[src/rtl/auth_pkg.sv]
package auth_pkg;
  typedef enum logic [2:0] {
    LS_NOKEY  = 3'd0,
    LS_IDLE   = 3'd1,
    LS_BUSY   = 3'd2,
    LS_DONE   = 3'd3,
    LS_FAILED = 3'd4
  } link_st_e;

  typedef enum logic [3:0] {
    S_KEYWAIT, S_CAPS, S_AN, S_AKSV, S_BKSV, S_R0DLY,
    S_R0RD, S_RESULT, S_RDY, S_VMATCH, S_GAP
  } step_e;

  // sink register offsets; the sink decodes these
  localparam logic [7:0] OFF_CAPS  = 8'h40;
  localparam logic [7:0] OFF_AN    = 8'h18;
  localparam logic [7:0] OFF_TXKSV = 8'h10;
  localparam logic [7:0] OFF_RXKSV = 8'h00;
  localparam logic [7:0] OFF_R0    = 8'h08;
endpackage

[src/rtl/auth_ksv_check.sv]
module auth_ksv_check #(
  parameter int W    = 40,
  parameter int ONES = 20
) (
  input  logic [W-1:0] ksv,
  output logic         ok
);
  localparam int CW = $clog2(W + 1);
  logic [CW-1:0] cnt;

  always_comb begin
    cnt = '0;
    for (int i = 0; i < W; i++) cnt = cnt + CW'(ksv[i]);
    ok = (cnt == CW'(ONES));
  end
endmodule

[src/rtl/auth_ms_timer.sv]
module auth_ms_timer #(
  parameter int CW = 14
) (
  input  logic          clk,
  input  logic          rst_n,
  input  logic          run,
  input  logic          tick,
  input  logic [CW-1:0] limit,
  output logic          expired
);
  logic [CW-1:0] cnt;

  always_ff @(posedge clk) begin
    if (!rst_n || !run)             cnt <= '0;
    else if (tick && cnt != limit)  cnt <= cnt + 1'b1;
  end

  assign expired = run && (cnt == limit);
endmodule

[src/rtl/auth_link_seq.sv]
module auth_link_seq
  import auth_pkg::*;
#(
  parameter logic [2:0] KEY_OK_CODE    = 3'd4,
  parameter int         POLL_TRIES     = 100,
  parameter int         POLL_GAP_MS    = 20,
  parameter int         R0_WAIT_MS     = 125,
  parameter int         RESULT_WAIT_MS = 10000,
  parameter int         RETRY_MAX      = 30
) (
  input  logic        clk,
  input  logic        rst_n,
  input  logic        ms_tick,
  input  logic        start_req,
  input  logic        abort_req,
  input  logic [39:0] tx_ksv,
  input  logic [63:0] an_value,
  input  logic [2:0]  key_state,
  input  logic [1:0]  an_ready,
  input  logic        auth_ok_evt,
  input  logic        auth_fail_evt,
  input  logic        r0_match,
  input  logic        v_match,
  output logic        cmd_valid,
  input  logic        cmd_ready,
  output logic        cmd_write,
  output logic [7:0]  cmd_offset,
  output logic [3:0]  cmd_len,
  output logic        wr_valid,
  input  logic        wr_ready,
  output logic [7:0]  wr_data,
  input  logic        rd_valid,
  output logic        rd_ready,
  input  logic [7:0]  rd_data,
  input  logic        bus_done,
  input  logic        bus_err,
  output logic [39:0] peer_ksv,
  output logic [15:0] peer_r0,
  output logic        r0_load,
  output logic        encrypt_en,
  output logic        repeater,
  output logic [2:0]  link_state
);
  localparam int TRY_W   = $clog2(POLL_TRIES + 1);
  localparam int RTY_W   = $clog2(RETRY_MAX + 1);
  localparam int MAX_A   = (R0_WAIT_MS > POLL_GAP_MS) ? R0_WAIT_MS : POLL_GAP_MS;
  localparam int TMR_MAX = (RESULT_WAIT_MS > MAX_A) ? RESULT_WAIT_MS : MAX_A;
  localparam int TMR_W   = $clog2(TMR_MAX + 1);

  link_st_e          st;
  step_e             step, ret_step;
  logic              xdata;
  logic [3:0]        idx;
  logic [63:0]       cap;
  logic [TRY_W-1:0]  tries;
  logic [RTY_W-1:0]  retries;

  // command decode per step
  logic is_bus, op_wr;
  logic [7:0] off;
  logic [3:0] len;
  always_comb begin
    is_bus = 1'b1; op_wr = 1'b0; off = OFF_CAPS; len = 4'd1;
    case (step)
      S_CAPS, S_RDY: begin off = OFF_CAPS; len = 4'd1; end
      S_AN:          begin op_wr = 1'b1; off = OFF_AN; len = 4'd8; end
      S_AKSV:        begin op_wr = 1'b1; off = OFF_TXKSV; len = 4'd5; end
      S_BKSV:        begin off = OFF_RXKSV; len = 4'd5; end
      S_R0RD:        begin off = OFF_R0; len = 4'd2; end
      default:       is_bus = 1'b0;
    endcase
  end

  logic        in_bus, xfer_end, xfer_bad;
  logic [63:0] wr_src;
  assign in_bus     = is_bus && (st == LS_BUSY);
  assign cmd_valid  = in_bus && !xdata;
  assign cmd_write  = op_wr;
  assign cmd_offset = off;
  assign cmd_len    = len;
  assign wr_src     = (step == S_AN) ? an_value : {24'd0, tx_ksv};
  assign wr_valid   = in_bus && xdata && op_wr && (idx < len);
  assign wr_data    = wr_src[{idx[2:0], 3'b000} +: 8];
  assign rd_ready   = in_bus && xdata && !op_wr && (idx < len);
  assign xfer_end   = in_bus && xdata && (idx == len) && bus_done;
  assign xfer_bad   = in_bus && xdata && bus_err;

  logic tx_ok, rx_ok;
  auth_ksv_check #(.W(40), .ONES(20)) u_tx_chk (.ksv(tx_ksv),    .ok(tx_ok));
  auth_ksv_check #(.W(40), .ONES(20)) u_rx_chk (.ksv(cap[39:0]), .ok(rx_ok));

  logic             tmr_run, tmr_exp;
  logic [TMR_W-1:0] tmr_limit;
  always_comb begin
    tmr_run   = (st == LS_BUSY);
    tmr_limit = TMR_W'(POLL_GAP_MS);
    case (step)
      S_R0DLY:  tmr_limit = TMR_W'(R0_WAIT_MS);
      S_RESULT: tmr_limit = TMR_W'(RESULT_WAIT_MS);
      S_GAP:    tmr_limit = TMR_W'(POLL_GAP_MS);
      default:  tmr_run   = 1'b0;
    endcase
  end

  auth_ms_timer #(.CW(TMR_W)) u_tmr (
    .clk(clk), .rst_n(rst_n), .run(tmr_run), .tick(ms_tick),
    .limit(tmr_limit), .expired(tmr_exp)
  );

  logic key_ready, poll_miss, poll_last, res_pass, fail_now;
  assign key_ready = (key_state == KEY_OK_CODE) && (an_ready == 2'b11);
  assign poll_miss = (step == S_KEYWAIT && !key_ready) ||
                     (step == S_VMATCH && !v_match) ||
                     (step == S_RDY && xfer_end && !cap[5]);
  assign poll_last = (tries == TRY_W'(POLL_TRIES - 1));
  assign res_pass  = (step == S_RESULT) && auth_ok_evt && r0_match;
  assign fail_now  = (poll_miss && poll_last) || xfer_bad ||
                     (step == S_BKSV && xfer_end && !rx_ok) ||
                     (step == S_RESULT && !res_pass &&
                      (auth_fail_evt || auth_ok_evt || tmr_exp));

  always_ff @(posedge clk) begin
    if (!rst_n) begin
      st <= LS_IDLE; step <= S_KEYWAIT; ret_step <= S_KEYWAIT;
      xdata <= 1'b0; idx <= '0; cap <= '0; tries <= '0; retries <= '0;
      peer_ksv <= '0; peer_r0 <= '0; r0_load <= 1'b0;
      encrypt_en <= 1'b0; repeater <= 1'b0;
    end else begin
      r0_load <= 1'b0;
      case (st)
        LS_IDLE: if (start_req) begin
          if (tx_ok) begin
            st <= LS_BUSY; retries <= '0; encrypt_en <= 1'b0;
            step <= S_KEYWAIT; tries <= '0; repeater <= 1'b0;
          end else st <= LS_NOKEY;
        end
        LS_DONE: if (auth_fail_evt) begin
          st <= LS_FAILED; encrypt_en <= 1'b0;
        end
        LS_FAILED: begin
          if (abort_req || retries == RTY_W'(RETRY_MAX - 1)) begin
            st <= LS_IDLE; retries <= '0;
          end else begin
            retries <= retries + 1'b1; st <= LS_BUSY;
            step <= S_KEYWAIT; tries <= '0; repeater <= 1'b0;
          end
        end
        LS_BUSY: begin
          if (abort_req) begin
            st <= LS_IDLE; encrypt_en <= 1'b0; retries <= '0;
          end else if (fail_now) begin
            st <= LS_FAILED; encrypt_en <= 1'b0;
          end else begin
            if (in_bus && !xdata && cmd_ready) begin
              xdata <= 1'b1; idx <= '0;
            end
            if (wr_valid && wr_ready) idx <= idx + 1'b1;
            if (rd_ready && rd_valid) begin
              idx <= idx + 1'b1;
              cap[{idx[2:0], 3'b000} +: 8] <= rd_data;
            end
            case (step)
              S_KEYWAIT: if (key_ready) begin step <= S_CAPS; xdata <= 1'b0; end
              S_CAPS: if (xfer_end) begin
                repeater <= cap[6]; step <= S_AN; xdata <= 1'b0;
              end
              S_AN:   if (xfer_end) begin step <= S_AKSV; xdata <= 1'b0; end
              S_AKSV: if (xfer_end) begin step <= S_BKSV; xdata <= 1'b0; end
              S_BKSV: if (xfer_end) begin peer_ksv <= cap[39:0]; step <= S_R0DLY; end
              S_R0DLY: if (tmr_exp) begin step <= S_R0RD; xdata <= 1'b0; end
              S_R0RD: if (xfer_end) begin
                peer_r0 <= cap[15:0]; r0_load <= 1'b1; step <= S_RESULT;
              end
              S_RESULT: if (res_pass) begin
                encrypt_en <= 1'b1;
                if (repeater) begin step <= S_RDY; xdata <= 1'b0; tries <= '0; end
                else begin st <= LS_DONE; retries <= '0; end
              end
              S_RDY: if (xfer_end && cap[5]) begin step <= S_VMATCH; tries <= '0; end
              S_VMATCH: if (v_match) begin st <= LS_DONE; retries <= '0; end
              S_GAP: if (tmr_exp) begin step <= ret_step; xdata <= 1'b0; end
              default: ;
            endcase
            if (poll_miss) begin
              tries <= tries + 1'b1; ret_step <= step; step <= S_GAP;
            end
          end
        end
        default: ;
      endcase
    end
  end

  assign link_state = st;

  AST_ENC_ONLY_ACTIVE: assert property (@(posedge clk) disable iff (!rst_n)
    encrypt_en |-> (st == LS_BUSY || st == LS_DONE));
  AST_START_GATE: assert property (@(posedge clk) disable iff (!rst_n)
    ($past(st) == LS_IDLE && st != LS_IDLE) |-> $past(start_req));
  AST_NOKEY_HOLD: assert property (@(posedge clk) disable iff (!rst_n)
    st == LS_NOKEY |=> st == LS_NOKEY);
  AST_CMD_HOLD: assert property (@(posedge clk) disable iff (!rst_n)
    (cmd_valid && !cmd_ready && !abort_req) |=>
      (cmd_valid && $stable(cmd_offset) && $stable(cmd_len) && $stable(cmd_write)));
  AST_RETRY_BOUND: assert property (@(posedge clk) disable iff (!rst_n)
    retries < RTY_W'(RETRY_MAX));
  AST_ABORT_IDLE: assert property (@(posedge clk) disable iff (!rst_n)
    (abort_req && (st == LS_BUSY || st == LS_FAILED)) |=> st == LS_IDLE);
  AST_R0_PULSE: assert property (@(posedge clk) disable iff (!rst_n)
    r0_load |=> !r0_load);
  AST_REAUTH: assert property (@(posedge clk) disable iff (!rst_n)
    (st == LS_DONE && auth_fail_evt) |=> st == LS_FAILED);
endmodule

[config.mk]
export PLATFORM = sky130hd
export DESIGN_NAME = auth_link_seq
export DESIGN_NICKNAME = d
export VERILOG_FILES = /design/src/rtl/auth_pkg.sv /design/src/rtl/auth_ksv_check.sv /design/src/rtl/auth_ms_timer.sv /design/src/rtl/auth_link_seq.sv
export SDC_FILE = /design/constraint.sdc
export NUM_CORES = 1
export LEC_CHECK = 0
export ABC_AREA = 1
export CORE_MARGIN = 2
export CORE_UTILIZATION = 59
export CTS_CLUSTER_DIAMETER = 120
export CTS_CLUSTER_SIZE = 25
export DETAILED_ROUTE_END_ITERATION = 16
export DONT_BUFFER_PORTS = 1
export GPL_TIMING_DRIVEN = 0
export PLACE_DENSITY_LB_ADDON = 0.25
export SLEW_MARGIN = 20
export SYNTH_ARGS = -nofsm -noshare
export SYNTH_HDL_FRONTEND = slang
export SYNTH_HIERARCHICAL = 1
export SYNTH_SLANG_ARGS = --single-unit
[constraint.sdc]
create_clock -name clk -period 9 [get_ports clk]
set_input_delay 2.25 -clock clk [delete_from_list [all_inputs] [get_ports clk]]
set_output_delay 2.25 -clock clk [all_outputs]
set_load 0.02 [all_outputs]
======== Word-level counts from Yosys, hierarchy flattened ========
Index checks and enable logic that the tools add are counted.
Widths: inputs -> output; s select.
word-level totals
  register bits ........................... 165
  input bits .............................. 131
  logic and storage cells ................. 315
operators by class
  $add $sub $neg .......................... 83
  magnitude comparators ................... 1
  equal/unequal tests ..................... 55
  shift operators ......................... 3
  multiplexer cells ....................... 84
  bitwise operators ....................... 5
  reductions and logical operators ........ 70
operators by type and width
  operator                count
  $add 6x1->6             76
  $mux 4                  20
  $bwmux 64               1
  $mux 64                 1
  $shift 8x8->64 const A  1
  $shiftx 64x7->8         1
  $shiftx 8x8->64         1
  $mux 7                  9
  $ne 4x4->1 const B      14
  $mux 5                  8
  $pmux 4 s10             1
  $logic_and 1x1->1       28
  $pmux 14 s2             1
  $pmux 7 s4              1
  $pmux 4 s3              2
  $mux 1                  22
  $mux 3                  7
  $pmux 7 s3              1
  $reduce_and 18->1       1
  $eq 4x3->1 const B      4
  $reduce_and 8->1        2
  $ne 5x5->1 const B      3
  $pmux 5 s3              1
  $add 14x1->14 const B   1
  49 further kinds        94

======== Logic depth before layout (Yosys ltp) ========
  depth after elaboration ................. 47
  mapped depth ............................ 32
  mapped depth without buffers ............ 32

======== Modules after synthesis ========
Netlist, hierarchy kept.
by module, submodules not included
  module          instances  cells an instance  area an instance (um2)
  auth_link_seq   1          1078               7124.3
  auth_ksv_check  2          126                1101.1
  auth_ms_timer   1          189                1029.7

======== Worst setup path before layout ========
Ideal clock, no wire load.
  path type ............................... input -> register
  from .................................... input tx_ksv[0]
  to ...................................... register tries[5]
  library setup time ...................... 113 ps
  arrival ................................. 7990 ps
  data required time ...................... 8887 ps
  path slack .............................. 897 ps
  cell stages on the path ................. 30
  path buffers ............................ 1
  cells stage by stage .................... inv_1 fa_1 inv_1 ha_1 inv_1 fa_1 inv_1 fa_1 fa_1 fa_1 inv_1 fa_1 inv_1 fa_1 fa_1 nor2_1 nand2_1 nor2_1 nand3_1 nor2_1 nand2_1 nand2_1 inv_1 a21oi_1 nand2_1 nor2_2 buf_4 nand2_1 nand2_1 nor2_1
between the ends
  cells in the longest elaborated chain, start to end .. 42
ends and longest elaborated chain
  item                         RTL line              RTL
  start, declared              auth_link_seq.sv:16   input logic [39:0] tx_ksv,
  $add 1x1->2                  auth_ksv_check.sv:13  for (int i = 0; i < W; i++) cnt = cnt + CW'(ksv[i]);
  $add 6x1->6 (38 in series)   auth_ksv_check.sv:13
  $eq 6x5->1                   auth_ksv_check.sv:14  ok = (cnt == CW'(ONES));
  net tx_ok                    auth_link_seq.sv:88   logic tx_ok, rx_ok;
  $ne 2x2->1 (no line)         --
  $reduce_and 10->1 (no line)  --
  end signal, assigned         auth_link_seq.sv:125  xdata <= 1'b0; idx <= '0; cap <= '0; tries <= '0; retries <= '0;
  end signal, assigned         auth_link_seq.sv:134  step <= S_KEYWAIT; tries <= '0; repeater <= 1'b0;
  end signal, assigned         auth_link_seq.sv:145  step <= S_KEYWAIT; tries <= '0; repeater <= 1'b0;
  end, declared                auth_link_seq.sv:55   logic [TRY_W-1:0] tries;
The timed path passes the listed nets, and every way through them passes these cells.
A chain may end at the register's enable or synchronous reset.

======== Worst setup path in the final report ========
Ends and elaborated chain as after synthesis.

==> results.json <==
{
  "status": "finished clean",
  "h-tree-depth": 4,
  "place_ws_ns": 0.395,
  "reg2regPathDepth": 30,
  "clk_pin_slew_ns": 0.07,
  "cts_resized": 0,
  "core-area_um2": 17200,
  "cp_max_fo": 10,
  "crit_top_cell": "fa_1",
  "fp.dieH_um": 136,
  "crit_type": "primary input to register",
  "grt_pass1_vias": 9504,
  "vias_per_cell": 5.58,
  "ys_ff_latch": 141,
  "dieArea_um2": 18600,
  "power_mw": 2.46,
  "endpoint_kind": "register",
  "finClkSkew_ns": 0.0109,
  "grt_pass1_wl_um": 48600,
  "dp_hpwl_um": 24600,
  "initial_core_util": 0.601,
  "final.period_utilization": 0.908,
  "drtIter0Drc": 887,
  "drc": 0,
  "cp-startpoint": "tx_ksv[0]",
  "fin_util": 0.655,
  "place_congestion": 0.977,
  "wire_per_inst_um": 17.6,
  "drv_cap": 0,
  "finalCriticalPeriod_ns": 8.17,
  "slew_viol_final": 0,
  "hold_viol": 0,
  "syn2layout_area_growth_pct": 8.94,
  "post_cts_buffers": 0,
  "port_buffers": 0,
  "first_pass_iters": 7,
  "clockRootBuffer": "clkbuf_16",
  "drive_above_1_share": 0.0646,
  "drtAntennaViolNets": 0,
  "gr-total-overflow": 0,
  "synth_area_leader_cell": "dfxtp_1",
  "rsz0062_at_grt": "no",
  "async_reset_ff_frac": 0,
  "seq_area_frac_synth": 0.273,
  "hold_ws_ns": 0.462,
  "setup_violations": 0,
  "crit_slowest_cell": "fa_1",
  "antenna_found_initial": 2,
  "num_rows": 48,
  "nNetsFinal": 1783,
  "arrival_ns": 8.49,
  "worst_slack_ns": 0.828,
  "synth.area.top_cells": "dfxtp_1 27%, fa_1 12%, nor2_1 10%",
  "pwr_density_cell_nw_per_um2": 218,
  "slew_headroom": 0.467,
  "synth.distinct_cells": 51,
  "holdBufCountCts": 0,
  "setup_tns_ns": 0,
  "clockBufferDepth": 2,
  "dieWidth_um": 136,
  "vias": 9993,
  "cts_tree": "yes",
  "reg2reg_slack_ns": 1.79,
  "synthesis.area_um2": 10400,
  "vdd_drop_max_v": 0.000184,
  "hold_path_class": "register to register",
  "yosys_warnings": 6,
  "critPathLaunchType": "primary input",
  "synth_edf_count": 0,
  "worstHoldStart": "ret_step[2]$_SDFFE_PN0P_",
  "p_leak_nw": 5.01,
  "rr_endpoint": "peer_ksv[37]$_SDFFE_PN0P_",
  "avgSynthCellArea_um2": 6.82,
  "clock_latency_ns": 0.43,
  "track_usage": 0.342,
  "synthCells": 1519,
  "clock-sinks": 141,
  "crit_path_max_incr_delay_ns": 0.56,
  "fillerInstances": 1589,
  "max_freq_ghz": 0.122,
  "yosysMostFrequentCell": "nor2_1",
  "yosysTopAreaCellShare": 0.273,
  "r2r_start": "cap[0]$_SDFFE_PN0P_",
  "numCtsBuffers": 17,
  "cp_data_required_time_ns": 9.32,
  "grt_max_degree": 17,
  "yosys_most_used_dff": "dfxtp_1",
  "boundaryPins": 217,
  "tightest_slew_ns": 0.794,
  "yosys-top-cells-count": "277 x nor2_1, 266 x nand2_1, 222 x inv_1, 141 x dfxtp_1, 106 x o21ai_0",
  "drt_wl_total_um": 31500,
  "crit_end": "tries[5]$_SDFFE_PN0P_"
}
==> power by group <==
part	leakage, nW	switching [mW]	internal (mW)
sequential	1.14	0.0381	0.648
clock	0.292	0.318	0.397
combinational	3.58	0.682	0.375
==> sequential cells by signal (all words and copies together), names as in the netlist <==
| register | cells |
|---|---|
| tries | 7 |
| retries | 5 |
| repeater | 1 |
| ret_step | 4 |
| step | 4 |
| xdata | 1 |
| r0_load | 1 |
| cap | 40 |
| peer_ksv | 40 |
| link_state | 3 |
| encrypt_en | 1 |
| idx | 4 |
| u_tmr/cnt | 14 |
| peer_r0 | 16 |
==> kinds of logic (layout without fill, tap and decap cells) <==
| logic type | Yosys count | after routing | share of synthesized area |
|---|---|---|---|
| AOI/OAI and AO/OA | 215 | 215 | 0.116 |
| xor gates and xnor gates | 8 | 8 | 0.00677 |
| adders and majority gates | 102 | 102 | 0.170 |
| buffers and inverters | 299 | 331 | 0.116 |
| DFF | 141 | 141 | 0.273 |
| muxes | 8 | 8 | 0.00773 |
| other | 2 | 16 | 0.000725 |
| and+or+nand+nor | 744 | 744 | 0.311 |
==> worst max-delay path: cells and delay by family <==
kind,cells,cell delay [ns]
AND/OR/NAND/NOR,12,1.14
buffers and inverters,8,0.61
AO/OA/AOI/OAI,1,0.17
adder cells (fa/ha/maj),9,4.30
==> stage by stage <==
stage	instance area, µm²	instances
2_1_floorplan	10400	1531
3_3_place_gp	10700	1756
3_5_place_dp	10700	1756
4_1_cts	11300	1788
5_1_grt	11300	1790
6_report	11300	1790
==> final cells by class <==
class                   instances  area, µm²  area share
well taps                     225        282      0.0250
diodes                          2       5.00    0.000444
plain buffers                  66        323      0.0286
multi-input cells            1091       6380       0.565
inverters                     233        877      0.0777
flip-flops and latches        141       2820       0.250
clock inverters                15        169      0.0150
clock buffers                  17        425      0.0377
==> routing by layer <==
metal  share of wire  track usage
met1            0.40        0.412
met2            0.47        0.564
met3           0.077       0.0768
met4           0.051        0.188
met5               0            0
==> worst min-delay path by stage <==
stage	endpoint	slack [ns]	cells past startpoint
global placement	ret_step[3]$_SDFFE_PN0P_	0.44	2
detailed placement	ret_step[1]$_SDFFE_PN0P_	0.45	2
floorplan	ret_step[3]$_SDFFE_PN0P_	0.42	2
CTS	ret_step[1]$_SDFFE_PN0P_	0.46	2
finish	ret_step[2]$_SDFFE_PN0P_	0.46	2
global route	ret_step[0]$_SDFFE_PN0P_	0.48	2
==> layout by cell type, fill, tap and decap left out, types with 4 or more instances in the layout <==
| master | n |
|---|---|
| conb_1 | 14 |
| clkinv_4 | 4 |
| nand4_1 | 5 |
| buf_2 | 12 |
| o21ai_0 | 106 |
| fa_1 | 64 |
| o22ai_1 | 14 |
| dfxtp_1 | 141 |
| buf_4 | 10 |
| a21oi_1 | 50 |
| nand2_1 | 266 |
| inv_1 | 222 |
| inv_2 | 7 |
| o211ai_1 | 8 |
| nand2_2 | 10 |
| nor2_2 | 8 |
| o21ai_1 | 7 |
| nand3_1 | 75 |
| clkbuf_1 | 40 |
| a31oi_1 | 8 |
| nor3_1 | 72 |
| clkbuf_16 | 17 |
| inv_8 | 7 |
| mux2i_1 | 8 |
| nor2_1 | 277 |
| nor4_1 | 10 |
| nand3b_1 | 4 |
| ha_1 | 38 |
| o221ai_1 | 10 |
| xnor2_1 | 5 |
No activity file was read; power rests on OpenSTA's default activity.
